[config.mk]
export PLATFORM = sky130hd
export DESIGN_NAME = crc_quotient_divider
export DESIGN_NICKNAME = d
export VERILOG_FILES = /design/src/rtl/gf2_div_pkg.sv /design/src/rtl/gf2_div_step.sv /design/src/rtl/gf2_div_seq.sv /design/src/rtl/crc_quotient_divider.sv
export SDC_FILE = /design/constraint.sdc
export NUM_CORES = 1
export LEC_CHECK = 0
export ABC_AREA = 1
export CAP_MARGIN = 20
export CORE_AREA = 2 2 107 109
export CTS_BUF_LIST = sky130_fd_sc_hd__clkbuf_4 sky130_fd_sc_hd__clkbuf_8
export CTS_CLUSTER_DIAMETER = 100
export DETAILED_ROUTE_END_ITERATION = 10
export DIE_AREA = 0 0 109 111
export HOLD_SLACK_MARGIN = 0.02
export PLACE_DENSITY = 0.8
export SYNTH_ARGS = -nofsm -noshare
export SYNTH_HDL_FRONTEND = slang
export SYNTH_SLANG_ARGS = --single-unit
[constraint.sdc]
create_clock -name clk -period 1.4 [get_ports clk]
set_input_delay 0.14 -clock clk [delete_from_list [all_inputs] [get_ports clk]]
set_output_delay 0.14 -clock clk [all_outputs]
set_load 0.005 [all_outputs]
[src/rtl/gf2_div_pkg.sv]
package gf2_div_pkg;
    localparam int unsigned DEF_DATA_W = 32;
    localparam int unsigned DEF_CHK_W  = 24;
    localparam logic [DEF_CHK_W:0] DEF_GEN_POLY = 25'h1FFF409;

    typedef enum logic {
        MODE_QUOTIENT  = 1'b0,
        MODE_REMAINDER = 1'b1
    } div_mode_e;
endpackage

[src/rtl/gf2_div_step.sv]
module gf2_div_step #(
    parameter int unsigned CHK_W = 24,
    parameter logic [CHK_W:0] POLY = 25'h1FFF409
) (
    input  logic [CHK_W-1:0] rem_i,
    input  logic             bit_i,
    output logic [CHK_W-1:0] rem_o,
    output logic             qbit_o
);
    logic [CHK_W:0] widened;

    always_comb begin
        widened = {rem_i, bit_i};
        qbit_o  = widened[CHK_W];
        rem_o   = widened[CHK_W-1:0] ^ (qbit_o ? POLY[CHK_W-1:0] : '0);
    end
endmodule

[src/rtl/gf2_div_seq.sv]
module gf2_div_seq #(
    parameter int unsigned FRAME_W = 56,
    localparam int unsigned CNT_W  = $clog2(FRAME_W)
) (
    input  logic             clk,
    input  logic             rst_n,
    input  logic             start_i,
    output logic             load_o,
    output logic             step_o,
    output logic             last_o,
    output logic [CNT_W-1:0] cnt_o,
    output logic             done_o
);
    localparam logic [CNT_W-1:0] LAST_STEP = CNT_W'(FRAME_W - 1);

    typedef struct packed {
        logic             busy;
        logic             done;
        logic [CNT_W-1:0] cnt;
    } seq_t;

    seq_t seq_d, seq_q;

    always_comb begin
        seq_d      = seq_q;
        seq_d.done = 1'b0;
        if (!seq_q.busy) begin
            if (start_i) begin
                seq_d.busy = 1'b1;
                seq_d.cnt  = '0;
            end
        end else if (seq_q.cnt == LAST_STEP) begin
            seq_d.busy = 1'b0;
            seq_d.done = 1'b1;
        end else begin
            seq_d.cnt = seq_q.cnt + 1'b1;
        end
    end

    always_ff @(posedge clk or negedge rst_n) begin
        if (!rst_n) seq_q <= '0;
        else        seq_q <= seq_d;
    end

    assign load_o = !seq_q.busy && start_i;
    assign step_o = seq_q.busy;
    assign last_o = seq_q.busy && (seq_q.cnt == LAST_STEP);
    assign cnt_o  = seq_q.cnt;
    assign done_o = seq_q.done;

    assert_done_single_R4: assert property (@(posedge clk) disable iff (!rst_n)
        done_o |=> !done_o);
    assert_done_after_last_R4: assert property (@(posedge clk) disable iff (!rst_n)
        done_o |-> $past(last_o));
    assert_busy_start_ignored_R6: assert property (@(posedge clk) disable iff (!rst_n)
        (step_o && !last_o && start_i) |=> (step_o && cnt_o == $past(cnt_o) + 1'b1));
endmodule

[src/rtl/crc_quotient_divider.sv]
module crc_quotient_divider
    import gf2_div_pkg::*;
#(
    parameter int unsigned DATA_W = DEF_DATA_W,
    parameter int unsigned CHK_W  = DEF_CHK_W,
    parameter logic [CHK_W:0] GEN_POLY = DEF_GEN_POLY
) (
    input  logic              clk,
    input  logic              rst_n,
    input  logic              start_i,
    input  logic              mode_i,
    input  logic [DATA_W-1:0] data_i,
    input  logic [CHK_W-1:0]  parity_i,
    output logic [CHK_W-1:0]  result_o,
    output logic              done_o
);
    localparam int unsigned FRAME_W = DATA_W + CHK_W;
    localparam int unsigned CNT_W   = $clog2(FRAME_W);
    localparam logic [CNT_W-1:0] LEAD_STEPS = CNT_W'(CHK_W);

    typedef struct packed {
        logic [FRAME_W-1:0] frame;
        logic [CHK_W-1:0]   rem;
        logic [CHK_W-1:0]   quot;
        div_mode_e          mode;
        logic [CHK_W-1:0]   result;
    } dp_t;

    dp_t dp_d, dp_q;

    logic             load, step, last;
    logic [CNT_W-1:0] cnt;
    logic [CHK_W-1:0] rem_nxt;
    logic             qbit;
    logic [CHK_W-1:0] quot_nxt;

    gf2_div_seq #(.FRAME_W(FRAME_W)) seq_i (
        .clk     (clk),
        .rst_n   (rst_n),
        .start_i (start_i),
        .load_o  (load),
        .step_o  (step),
        .last_o  (last),
        .cnt_o   (cnt),
        .done_o  (done_o)
    );

    gf2_div_step #(.CHK_W(CHK_W), .POLY(GEN_POLY)) step_i (
        .rem_i  (dp_q.rem),
        .bit_i  (dp_q.frame[FRAME_W-1]),
        .rem_o  (rem_nxt),
        .qbit_o (qbit)
    );

    assign quot_nxt = {dp_q.quot[CHK_W-2:0], qbit};

    always_comb begin
        dp_d = dp_q;
        if (load) begin
            dp_d.frame = {data_i, parity_i};
            dp_d.rem   = '0;
            dp_d.quot  = '0;
            dp_d.mode  = div_mode_e'(mode_i);
        end else if (step) begin
            dp_d.frame = {dp_q.frame[FRAME_W-2:0], 1'b0};
            dp_d.rem   = rem_nxt;
            dp_d.quot  = quot_nxt;
            if (last) begin
                dp_d.result = (dp_q.mode == MODE_REMAINDER) ? rem_nxt : quot_nxt;
            end
        end
    end

    always_ff @(posedge clk or negedge rst_n) begin
        if (!rst_n) dp_q <= '0;
        else        dp_q <= dp_d;
    end

    assign result_o = dp_q.result;

    assert_result_hold_R5: assert property (@(posedge clk) disable iff (!rst_n)
        !done_o |-> $stable(result_o));
    assert_lead_quot_zero_R8: assert property (@(posedge clk) disable iff (!rst_n)
        (step && cnt < LEAD_STEPS) |-> !qbit);
    assert_mode_locked_R7: assert property (@(posedge clk) disable iff (!rst_n)
        step |=> $stable(dp_q.mode));
endmodule

Yosys cells after proc, flatten, opt, wreduce, memory -nomap -nowiden
Cells that the tools add are included.
{ "totals": {"mem_count": 0, "reg_bits": 136, "latchBits": 0, "elab_cells": 31, "ram_bits": 0, "rom_bits": 0, "output_inout_bits": 25} }
{ "op_classes": {"mul": 0, "n_reduce_logical": 7, "n_bitwise": 2, "n_lt_le_gt_ge": 0, "mux": 11, "add_sub_neg": 1, "div": 0, "eq_ne": 2, "shifts": 0} }
{ "ops": {"columns": ["operator", "count"], "rows": [
  ["2-to-1 mux 104 bit", 2],
  ["2-to-1 mux 24 bit", 2],
  ["bitwise XOR 24 bit", 1],
  ["2-to-1 mux 6 bit", 3],
  ["adder 6 x 1 -> 6 bit (second input constant)", 1],
  ["equality test 6 bit (second input constant)", 1],
  ["nonzero test 2 bit", 2],
  ["2-to-1 mux 1 bit", 3],
  ["AND reduction 3 bit", 1],
  ["logical AND 1 bit", 2],
  ["2-to-1 mux 2 bit", 1],
  ["inequality test 2 bit (second input constant)", 1],
  ["AND reduction 2 bit", 1],
  ["zero test 1 bit", 1],
  ["NOT 1 bit", 1]
]} }

Depth between registers and ports, before layout
Gate-level depths: netlist of the first run.
{ "logic_depth": {"depth_word": 4, "mapped_depth": 8, "depth_no_buf": 8} }

By module
A second synthesis of the first run with hierarchy kept.
{ "unflattened": {"hier_cells": 834, "hier_area_um2": 6478.7} }
{ "by_module_without_submodules": {"columns": ["module", "area_each_um2", "cells_per_inst", "n_inst", "seq_area_each_um2"], "rows": [
  ["crc_quotient_divider", 5693.0, 709, 1, 3203.1],
  ["gf2_div_seq", 430.4, 51, 1, 200.2],
  ["gf2_div_step", 355.3, 74, 1, 0.0]
]} }

Worst setup path before layout of the first run
OpenSTA, ideal clock, no wires.
{ "synth_timing": {"path_kind": "reg-to-reg", "from": "register seq_i.seq_q, in the netlist seq_i.cnt_o[0]", "to": "register dp_q, in the netlist result_o[11]", "setup_slack_ns": 0.133, "synth_period_minus_slack_ns": 1.267, "arrival_ns": 1.150, "stages_incl_launch_ff": 8, "path_buffers": 1, "path_cell_list": "dfrtp_1 ha_1 nand2_2 nor2_2 nand2_4 buf_2 nand2_1 nand2_1"} }
{ "synth_between": {"elab_chain_len": 3} }
{ "synth_lines": {"columns": ["item", "line_no", "text"], "rows": [
  ["start: declaration", "gf2_div_seq.sv:22", "seq_t seq_d, seq_q;"],
  ["start signal: assignment", "gf2_div_seq.sv:42", "else seq_q <= seq_d;"],
  ["equality test 6 bit", "gf2_div_seq.sv:47", "assign last_o = seq_q.busy && (seq_q.cnt == LAST_STEP);"],
  ["logical AND 1 bit", "gf2_div_seq.sv:47", null],
  ["AND reduction 3 bit (no line)", null, null],
  ["end signal: assignment", "crc_quotient_divider.sv:76", "else dp_q <= dp_d;"],
  ["end: declaration", "crc_quotient_divider.sv:29", "dp_t dp_d, dp_q;"]
]} }
Every way passes these cells.
A chain may end at the register's enable or synchronous reset.

Final worst setup path of the first run
{ "layout_timing": {"from": "register seq_i.seq_q, in the netlist seq_i.cnt_o[0]", "to": "register dp_q, in the netlist result_o[0]"} }
The elaborated chain is that of the path after synthesis.

==> reports/results.ini, run 1 <==
[run_status]
outcome=finished clean

[sta]
finClkSkew_ns=0.0102
grt_setup_unrepaired=true
max_freq_mhz=769
worst_hold_slack_ns=0.149
timing.final.crit_period_ns=1.30
hold_viol_final=0
setup_viol=0
layout_setup_ws_ns=0.0989
drv_slew=0
worst_pin_slew_ns=0.364
post-route-period-util_pct=92.9
setup_tns_ns=0
relSlewSlack_pct=75.7

[yosys]
ys_types=25
async_reset_ff_share_pct=100
synth_top_area_share_pct=55.8
syn_nets=761
synthTopCellsByArea=dfrtp_1, nand2_1, inv_1, nand3_1, buf_4
synth_xor_area_share_pct=0.287
synth_area_leader_cell=dfrtp_1
netlist_area_sq_um=6100
synth_cells=700
synth-adder-area-share_pct=0.205
synth_top_family_by_area=simple AND/OR/NAND/NOR gates
synth-simple-area-share_pct=19.0
syn_avg_cell_area_sq_um=8.71
synth_ff_type=dfrtp_1
ys_seq_area_share_pct=55.8
synth_compound_area_share_pct=12.7
synth_edf_count=0
synth-seq-cells=136
ys.warnings.count=0
synth_mux_area_share_pct=0

[pwr]
report.power.total_mw=15.1
p_sw_mw=5.08
pwr-share-clk_pct=24.6
p_per_area_nw_per_um2=1980
p_int_mw=10.0
power_frac_seq_pct=41.7
sw_frac_of_total_pct=33.7
p_leak_nw=3.76
combPwrFrac_pct=33.8
ir_worst_vdd_v=0.000965

[route]
drt_pass1_iterations=4
drt_wl_total_mm=13.1
antenna_left=0
drt-vias-per-instance=5.29
wl_per_cell_um=14.0
via_count=4941
drc_errors=0
drtIter0Drc=249

[finish]
drive_gt1_share_pct=10.6
n_antenna_cell=0
final_nets=839
syn_to_final_growth_pct=24.9
post-route-util_pct=68.8
fin_area_sq_um=7620
final_cell_count_no_fill=934

[floorplan]
die_w_um=109
core_sq_um=11100
dieArea_sq_um=12100
io_pins=85
std_cell_rows=39
die_h_um=111
start_util_pct=55.1

[global_route]
grt_first_pass_wirelength_mm=22.7
globalRouteOverflowTotal=0
antenna_found_initial=0
first_global_vias=4986
grt_usage_pct=23.6
grt_max_degree=52

[critical_path]
reg2reg_depth=8
cp-start-kind=register
cp-end-kind=register
r2r_slack_ns=0.1
critPathLaunch=seq_i.cnt_o[0]$_DFFE_PN0P_
critical_path.max_fanout=5
worstPathRequired_ns=1.74
worstSetupEndpoint=result_o[0]$_DFFE_PN0P_
arrival_ns=1.64
r2r-start=seq_i.cnt_o[0]$_DFFE_PN0P_
reg2reg_to=result_o[0]$_DFFE_PN0P_
crit_type=reg2reg

[clocking]
numCtsBuffers=17
cts.path.max_buffers=2
tritoncts=done
clkLatencyLatePin_ns=0.44
clock_sinks=136
htreeDepth=4
path_clk_slew_ns=0.08
cts_root_buffer=clkbuf_8

[placed_design]
io_buffers=84
gp_congestion=0.824
placed_cells=887
hpwlAfterDp_mm=8.81
place_area_sq_um=7040
place_ws_ns=-0.0373

[hold_path]
min_path_type=in2async

[run]
drv_cap=0

cell usage after synthesis (2+ instances only):
library cell	number
buf_6	2
o21ai_0	38
nand2_1	235
nand3_1	45
clkbuf_1	7
nand2_2	2
dfrtp_1	136
nor2_1	2
o211ai_1	24
o22ai_1	33
buf_1	2
buf_2	24
buf_4	29
inv_2	3
o21ai_1	3
nor2_2	2
o21bai_1	2
o221ai_1	19
inv_1	86
worst min path at each step:
stage | startpoint | endpoint | slack (ns)
global route | rst_n | result_o[7]$_DFFE_PN0P_ | 0.16
global placement | rst_n | result_o[7]$_DFFE_PN0P_ | 0.05
detailed placement | rst_n | result_o[7]$_DFFE_PN0P_ | 0.05
CTS | rst_n | result_o[7]$_DFFE_PN0P_ | 0.14
finish | rst_n | result_o[7]$_DFFE_PN0P_ | 0.15
floorplan | rst_n | dp_q[100]$_DFFE_PN0P_ | -0.16
logic make-up (layout without fill, tap and decap cells):
family                     count (synthesis)  count (layout)
adders and majority gates                  1               1
and+or+nand+nor                          288             288
buffers and inverters                    154             245
DFF                                      136             136
xor gates and xnor gates                   2               2
AOI/OAI and AO/OA                        119             119
registers in the layout, indices dropped and copies added, names as in the netlist:
signal        flops
seq_i.step_o      1
seq_i.cnt_o       6
seq_i.done_o      1
dp_q            104
result_o         24
placed cells by master, fill, tap and decap left out, drive strengths merged, types with 4 or more instances in the layout:
| master | instances |
|---|---|
| o211ai | 24 |
| o22ai | 33 |
| bufinv | 5 |
| dlygate4sd2 | 25 |
| clkbuf | 20 |
| nand3 | 45 |
| dfrtp | 136 |
| clkdlybuf4s50 | 58 |
| inv | 91 |
| o21ai | 41 |
| buf | 39 |
| nand2 | 238 |
| nor2 | 4 |
| o221ai | 19 |
power groups by stage:
stage | registers [mW] | clock network [mW] | logic [mW]
2_1_floorplan | 6.13 | 0 | 3.69
3_3_place_gp | 6.29 | 0 | 4.71
3_5_place_dp | 6.35 | 0 | 4.97
4_1_cts | 6.27 | 3.77 | 5.06
5_1_grt | 6.47 | 3.95 | 5.81
6_report | 6.29 | 3.71 | 5.09
timing repair:
action / in CTS / in global routing
hold buffers: 1 / 0
buffers inserted: 12 / 2
endpoints found under the setup margin: 25 / 35
gates resized for setup: 25 / 10
hold endpoints to repair: 136 / 0
pin swaps: 0 / 1
cloned: 0 / 0
area by class of cell:
| type | instances | area, sq um |
|---|---|---|
| Timing Repair Buffer | 123 | 1240 |
| Clock inverter | 12 | 196 |
| Inverter | 90 | 345 |
| Sequential cell | 136 | 3400 |
| Tap cell | 143 | 179 |
| Clock buffer | 20 | 269 |
| Multi-Input combinational cell | 410 | 1990 |
| Fill cell | 820 | 3460 |
worst max-delay path: stages, from the launching register on:
cell	delay, ns
dfrtp_1	0.42
ha_4	0.18
nand2_2	0.10
nor2_4	0.04
nand2_4	0.12
inv_6	0.06
buf_4	0.13
nand2_1	0.09
nand2_1	0.05
routing by layer:
layer  vias to the layer above  global-route usage, %  wire length, um
li1                       2402                      -                -
met3                        22                   5.11              830
met2                       183                   38.6             6530
met1                      2334                   31.2             5490
met4                         0                   8.29              235
met5                         -                      0                0
No activity file was read; power rests on OpenSTA's default activity.
==> run 2, diff against run 1 <==
Settings changed: CORE_AREA 2 2 107 109 to 2 2 112 114, DIE_AREA 0 0 109 111 to 0 0 114 116, PLACE_DENSITY 0.8 to 0.77, SYNTH_HIERARCHICAL set to 1.
==> run 2 against run 1 <==
Effect of this change:
- the flow now finishes with violations (negative setup slack)
- clock-buffer cell count increased by 8
- sequential power increased by 3%
- clock power decreased by 19%
- power decreased by 6.7%
- critical endpoint is now result_o[5]$_DFFE_PN0P_
==> reports/results.ini, run 2 <==
[run_status]
outcome=complete, but fails checks
failed_checks=negative setup slack

[critical_path]
worstSetupEndpoint=result_o[5]$_DFFE_PN0P_
critical-path-top-delay-family=simple AND/OR/NAND/NOR gates
reg2reg_to=result_o[5]$_DFFE_PN0P_
slowest_delay_ns=0.36
cp-start-kind=register
crit_type=reg2reg
critPathLaunch=seq_i/cnt_o[1]$_DFFE_PN0P_
path_cells=ha_2 -> nand2_2 -> nor2_2 -> nand2_2 -> nor2_4 -> nand3_2 -> buf_12 -> nand2_1 -> nand2_1
critical_path.max_fanout=24
crit_cells=9
cp-end-kind=register
r2r_slack_ns=-0.04
r2r-start=seq_i/cnt_o[1]$_DFFE_PN0P_
crit_buf_inv=1
cp_slowest_cell=dfrtp_1
reg2reg_depth=9
arrival_ns=1.79
worstPathRequired_ns=1.74

[yosys]
ys_types=24
synth_top_area_share_pct=52.5
ys.warnings.count=6
async_reset_ff_share_pct=100
netlist_area_sq_um=6480
synthTopCellsByArea=dfrtp_1, nand2_1, buf_4, nand3_1, buf_6
syn_avg_cell_area_sq_um=7.77
synth_edf_count=0
synth_cells=834
netlist_top_cells_count=nand2_1, dfrtp_1, nand3_1, buf_4, inv_1
synth-seq-cells=136
yosysMostFrequentCell=nand2_1
synth_area_leader_cell=dfrtp_1
syn_nets=895
synth_ff_type=dfrtp_1
ys_seq_area_share_pct=52.5

[global_route]
antenna_found_initial=0
globalRouteOverflowTotal=0
grt_max_degree=50
grt_first_pass_wirelength_mm=22.5
first_global_vias=5008
grt_usage_pct=21.6

[floorplan]
io_pins=85
std_cell_rows=40
start_util_pct=54.4
core_sq_um=11900
die_h_um=116
dieArea_sq_um=13200
die_w_um=114

[finish]
fin_area_sq_um=7740
multi_input_area_sq_um=2430
drive_gt1_share_pct=10.1
n_antenna_cell=0
syn_to_final_growth_pct=19.5
largest_reg_flops=104
final_cell_count_no_fill=1057
largest-register=dp_q
final_nets=960
n_fill_cell=1037
layout_commonest_cell=nand2_1
final_cell_mix=nand2_1, dfrtp_1, nand3_1
seq_area_sq_um=3400

[clocking]
path_clk_slew_ns=0.07
tritoncts=done
htreeDepth=4
clkLatencyLatePin_ns=0.45
cts_root_buffer=clkbuf_8
numCtsBuffers=17
cts.path.max_buffers=2
clock_sinks=136

[route]
drc_errors=0
wl_per_cell_um=12.0
drt_wl_total_mm=12.7
drt_pass1_iterations=5
drtIter0Drc=222
antenna_left=0
via_count=5122
drt-vias-per-instance=4.85

[placed_design]
place_area_sq_um=7340
hpwlAfterDp_mm=8.47
gp_congestion=0.798
io_buffers=84
place_ws_ns=-0.115
placed_cells=1019

[sta]
setup_viol=24
relSlewSlack_pct=78.4
finClkSkew_ns=0.00685
setup_tns_ns=-0.709
post-route-period-util_pct=103
hold_viol_final=0
timing.final.crit_period_ns=1.44
grt_setup_unrepaired=true
layout_setup_ws_ns=-0.0438
drv_slew=0
max_freq_mhz=693
worst_pin_slew_ns=0.324

[run]
drv_cap=0

[hold_path]
min_path_type=in2async

[pwr]
p_per_area_nw_per_um2=1820
report.power.total_mw=14.1
ir_worst_vdd_v=0.000923
p_leak_nw=4.22

-- run 2: changes by cell type in the layout (fill, tap and decap cells not counted), sizes merged, moves of 3 or more --
cell / before / now
bufinv: 5 / 0
clkbuf: 20 / 28
clkinvlp: 3 / 0
inv: 91 / 26
nand2: 238 / 516
nand3: 45 / 61
nor2: 4 / 8
o211ai: 24 / 0
o21ai: 41 / 5
o221ai: 19 / 0
o22ai: 33 / 1
-- run 2: how the worst min path moves through the flow --
| stage | start | to | slack, ns | cells past startpoint |
|---|---|---|---|---|
| floorplan | rst_n | dp_q[100]$_DFFE_PN0P_ | -0.16 | 0 |
| global placement | rst_n | seq_i/cnt_o[4]$_DFFE_PN0P_ | 0.01 | 1 |
| detailed placement | rst_n | seq_i/cnt_o[5]$_DFFE_PN0P_ | 0.02 | 1 |
| CTS | rst_n | seq_i/done_o$_DFF_PN0_ | 0.09 | 2 |
| global route | rst_n | seq_i/done_o$_DFF_PN0_ | 0.09 | 2 |
| finish | rst_n | seq_i/cnt_o[1]$_DFFE_PN0P_ | 0.11 | 2 |
-- run 2: cell type report --
type | instances | share of cell area, %
Clock buffer | 28 | 4.65
Clock inverter | 2 | 0.129
Inverter | 26 | 1.36
Multi-Input combinational cell | 596 | 31.4
Sequential cell | 136 | 44.0
Tap cell | 147 | 2.38
Timing Repair Buffer | 122 | 16.1
-- run 2: worst reg2reg max path, cell delays in order (launching register included) --
cell	delay [ns]
dfrtp_1	0.36
ha_2	0.19
nand2_2	0.07
nor2_2	0.10
nand2_2	0.08
nor2_4	0.13
nand3_2	0.11
buf_12	0.18
nand2_1	0.07
nand2_1	0.05
-- run 2: layer usage --
metal / global-route usage (%) / routed length (um) / vias up
li1: - / - / 2630
met1: 27.5 / 5840 / 2350
met2: 35.4 / 5980 / 128
met3: 7.69 / 694 / 14
met4: 5.85 / 147 / 0
met5: 0 / 0 / -
-- run 2: cells by family after synthesis --
| kind of cell | share of synthesized area [%] |
|---|---|
| compound gates | 0.966 |
| xor+xnor | 0.135 |
| fa+ha+maj | 0.193 |
| buf+inv | 10.5 |
| flops | 52.5 |
| simple gates | 35.7 |
-- run 2: what timing repair did --
item / in CTS / in global routing
hold buffers: 1 / 0
pin swaps: 0 / 2
resized for setup: 26 / 2
hold endpoints to repair: 136 / 0
setup buffers: 7 / 0
endpoints found under the setup margin: 49 / 30
-- run 2: through the flow --
stage	hold slack, ns	util, %
floorplan	-0.156	-
global placement	0.0144	61.6
detailed placement	0.0152	61.6
CTS	0.0887	65.0
global route	0.0869	65.0
finish	0.105	65.0
-- run 2: power by group --
| part | leakage (nW) | total, mW | internal (mW) | switching (mW) |
|---|---|---|---|---|
| clock network | 0.199 | 3.00 | 1.61 | 1.39 |
| registers | 1.77 | 6.48 | 5.46 | 1.02 |
| logic | 2.25 | 4.60 | 1.97 | 2.63 |
==> run 3, diff against run 2 <==
Settings changed: CAP_MARGIN 20 to 30, CTS_CLUSTER_DIAMETER 100 to not set, SKIP_LAST_GASP set to 1.
==> run 3 against run 2 <==
Effect of this change:
- the run still ends with negative setup slack left
- global-route usage unchanged
- hold slack better by 0.0022 ns
- non-clock buffer count unchanged
- final cell count unchanged
- clock skew about the same
- via count down 0.25%
- clock power about the same
- wire length about the same
- highest routed layer unchanged
==> reports/results.ini, run 3 (same netlist as run 2, synthesis figures left out) <==
[sta]
worst_hold_slack_ns=0.107
timing.final.crit_period_ns=1.46
setup_tns_ns=-0.965
hold_viol_final=0
finClkSkew_ns=0.00735
max_freq_mhz=686
grt_setup_unrepaired=true
setup_viol=26
drv_slew=0
layout_setup_ws_ns=-0.0577
relSlewSlack_pct=78.4
post-route-period-util_pct=104
worst_pin_slew_ns=0.324

[clocking]
clock_sinks=136
htreeDepth=4
cts_root_buffer=clkbuf_8
tritoncts=done
path_clk_slew_ns=0.07
numCtsBuffers=17
cts.path.max_buffers=2
clkLatencyLatePin_ns=0.45

[pwr]
p_per_area_nw_per_um2=1820
p_sw_mw=5.05
pwr-share-clk_pct=21.2
combPwrFrac_pct=32.7
ir_worst_vdd_v=0.000924
power_frac_seq_pct=46.0
report.power.total_mw=14.1
p_leak_nw=4.22
p_int_mw=9.04
sw_frac_of_total_pct=35.8

[critical_path]
crit_buf_inv=2
path_cells=ha_2 -> nand2_2 -> nor2_2 -> nand2_2 -> nor2_4 -> inv_1 -> nor2_4 -> buf_12 -> nand2_1 -> nand2_1
crit_type=reg2reg
critical-path-top-delay-family=simple AND/OR/NAND/NOR gates
critical_path.max_fanout=24
cp_slowest_cell=dfrtp_1
arrival_ns=1.84
cp-end-kind=register
slowest_delay_ns=0.36
cp-start-kind=register
worstPathRequired_ns=1.79

[route]
via_count=5109
antenna_left=0
drtIter0Drc=207
drt_wl_total_mm=12.7
drt_pass1_iterations=5
drc_errors=0
wl_per_cell_um=12.0
drt-vias-per-instance=4.83

[floorplan]
start_util_pct=54.4
dieArea_sq_um=13200
core_sq_um=11900
std_cell_rows=40
io_pins=85
die_w_um=114
die_h_um=116

[finish]
layout_commonest_cell=nand2_1
final_cell_count_no_fill=1057
drive_gt1_share_pct=9.89
fin_area_sq_um=7740
multi_input_area_sq_um=2430
final_cell_mix=nand2_1, dfrtp_1, nand3_1
seq_area_sq_um=3400
largest-register=dp_q
n_antenna_cell=0
final_nets=960
post-route-util_pct=65.0
largest_reg_flops=104
n_fill_cell=1038
syn_to_final_growth_pct=19.5

[global_route]
first_global_vias=5008
grt_use_met2_pct=35.4
grtUsageMet1_pct=27.5
grt_usage_pct=21.6
antenna_found_initial=0
globalRouteOverflowTotal=0
top_usage_layer=met2
grt_max_degree=50
globalRouteMet3Util_pct=7.69
grt_first_pass_wirelength_mm=22.5

[placed_design]
placed_cells=1019
hpwlAfterDp_mm=8.47
gp_congestion=0.798
place_area_sq_um=7340
place_ws_ns=-0.115
io_buffers=84

[hold_path]
min_path_type=in2async

[run_status]
failed_checks=negative setup slack
outcome=complete, but fails checks

[run]
drv_cap=0

-- run 3: cell counts in the layout (fill, tap and decap cells not counted) --
No cell type changed its count.
-- run 3: worst reg2reg max path, delay by kind of cell, from the launching register on --
family,cells,cell delay [ns]
and+or+nand+nor,7,0.60
DFF,1,0.36
buffers and inverters,2,0.25
adders and majority gates,1,0.19
-- run 3: area by class of cell --
class | instances | area share (%)
inverter | 26 | 1.36
clock buffer | 28 | 4.66
timing repair buffer | 122 | 16.1
clock inverter | 2 | 0.129
multi-input combinational | 596 | 31.4
sequential | 136 | 44.0
tap | 147 | 2.38
-- run 3: path summary, 6_finish.rpt --
check / end / slack [ns] / from / cells after the start
setup reg to reg: result_o[5]$_DFFE_PN0P_ / -0.06 / seq_i/cnt_o[1]$_DFFE_PN0P_ / 10
min in group clk: dp_q[73]$_DFFE_PN0P_ / 0.24 / parity_i[0] / 3
setup / recovery: result_o[5]$_DFFE_PN0P_ / -0.06 / seq_i/cnt_o[1]$_DFFE_PN0P_ / 10
hold / removal: seq_i/cnt_o[1]$_DFFE_PN0P_ / 0.11 / rst_n / 2
hold reg to reg: dp_q[113]$_DFFE_PN0P_ / 0.48 / dp_q[112]$_DFFE_PN0P_ / 2
max in group asynchronous: result_o[6]$_DFFE_PN0P_ / 0.72 / rst_n / 3
-- run 3: timing repair --
item	4_1_cts	5_1_grt
pin swaps	0	2
resized for setup	25	1
hold endpoints to repair	136	0
setup endpoints to repair	49	30
setup buffers	7	0
hold buffers	1	0
-- run 3: metal layers --
layer / wire length (um) / vias to the layer above / share of wire (%)
met1: 5880 / 2342 / 46
met3: 632 / 16 / 5.0
met4: 151 / 0 / 1.2
met5: 0 / - / 0
li1: - / 2628 / -
met2: 6010 / 123 / 47
-- run 3: power by group through the flow --
stage | Combinational (mW) | Sequential, mW | Clock [mW]
floorplan | 3.78 | 6.26 | 0
global placement | 4.53 | 6.50 | 0
detailed placement | 4.68 | 6.52 | 0
CTS | 4.67 | 6.48 | 3.09
global route | 5.34 | 6.70 | 3.27
finish | 4.61 | 6.48 | 2.99
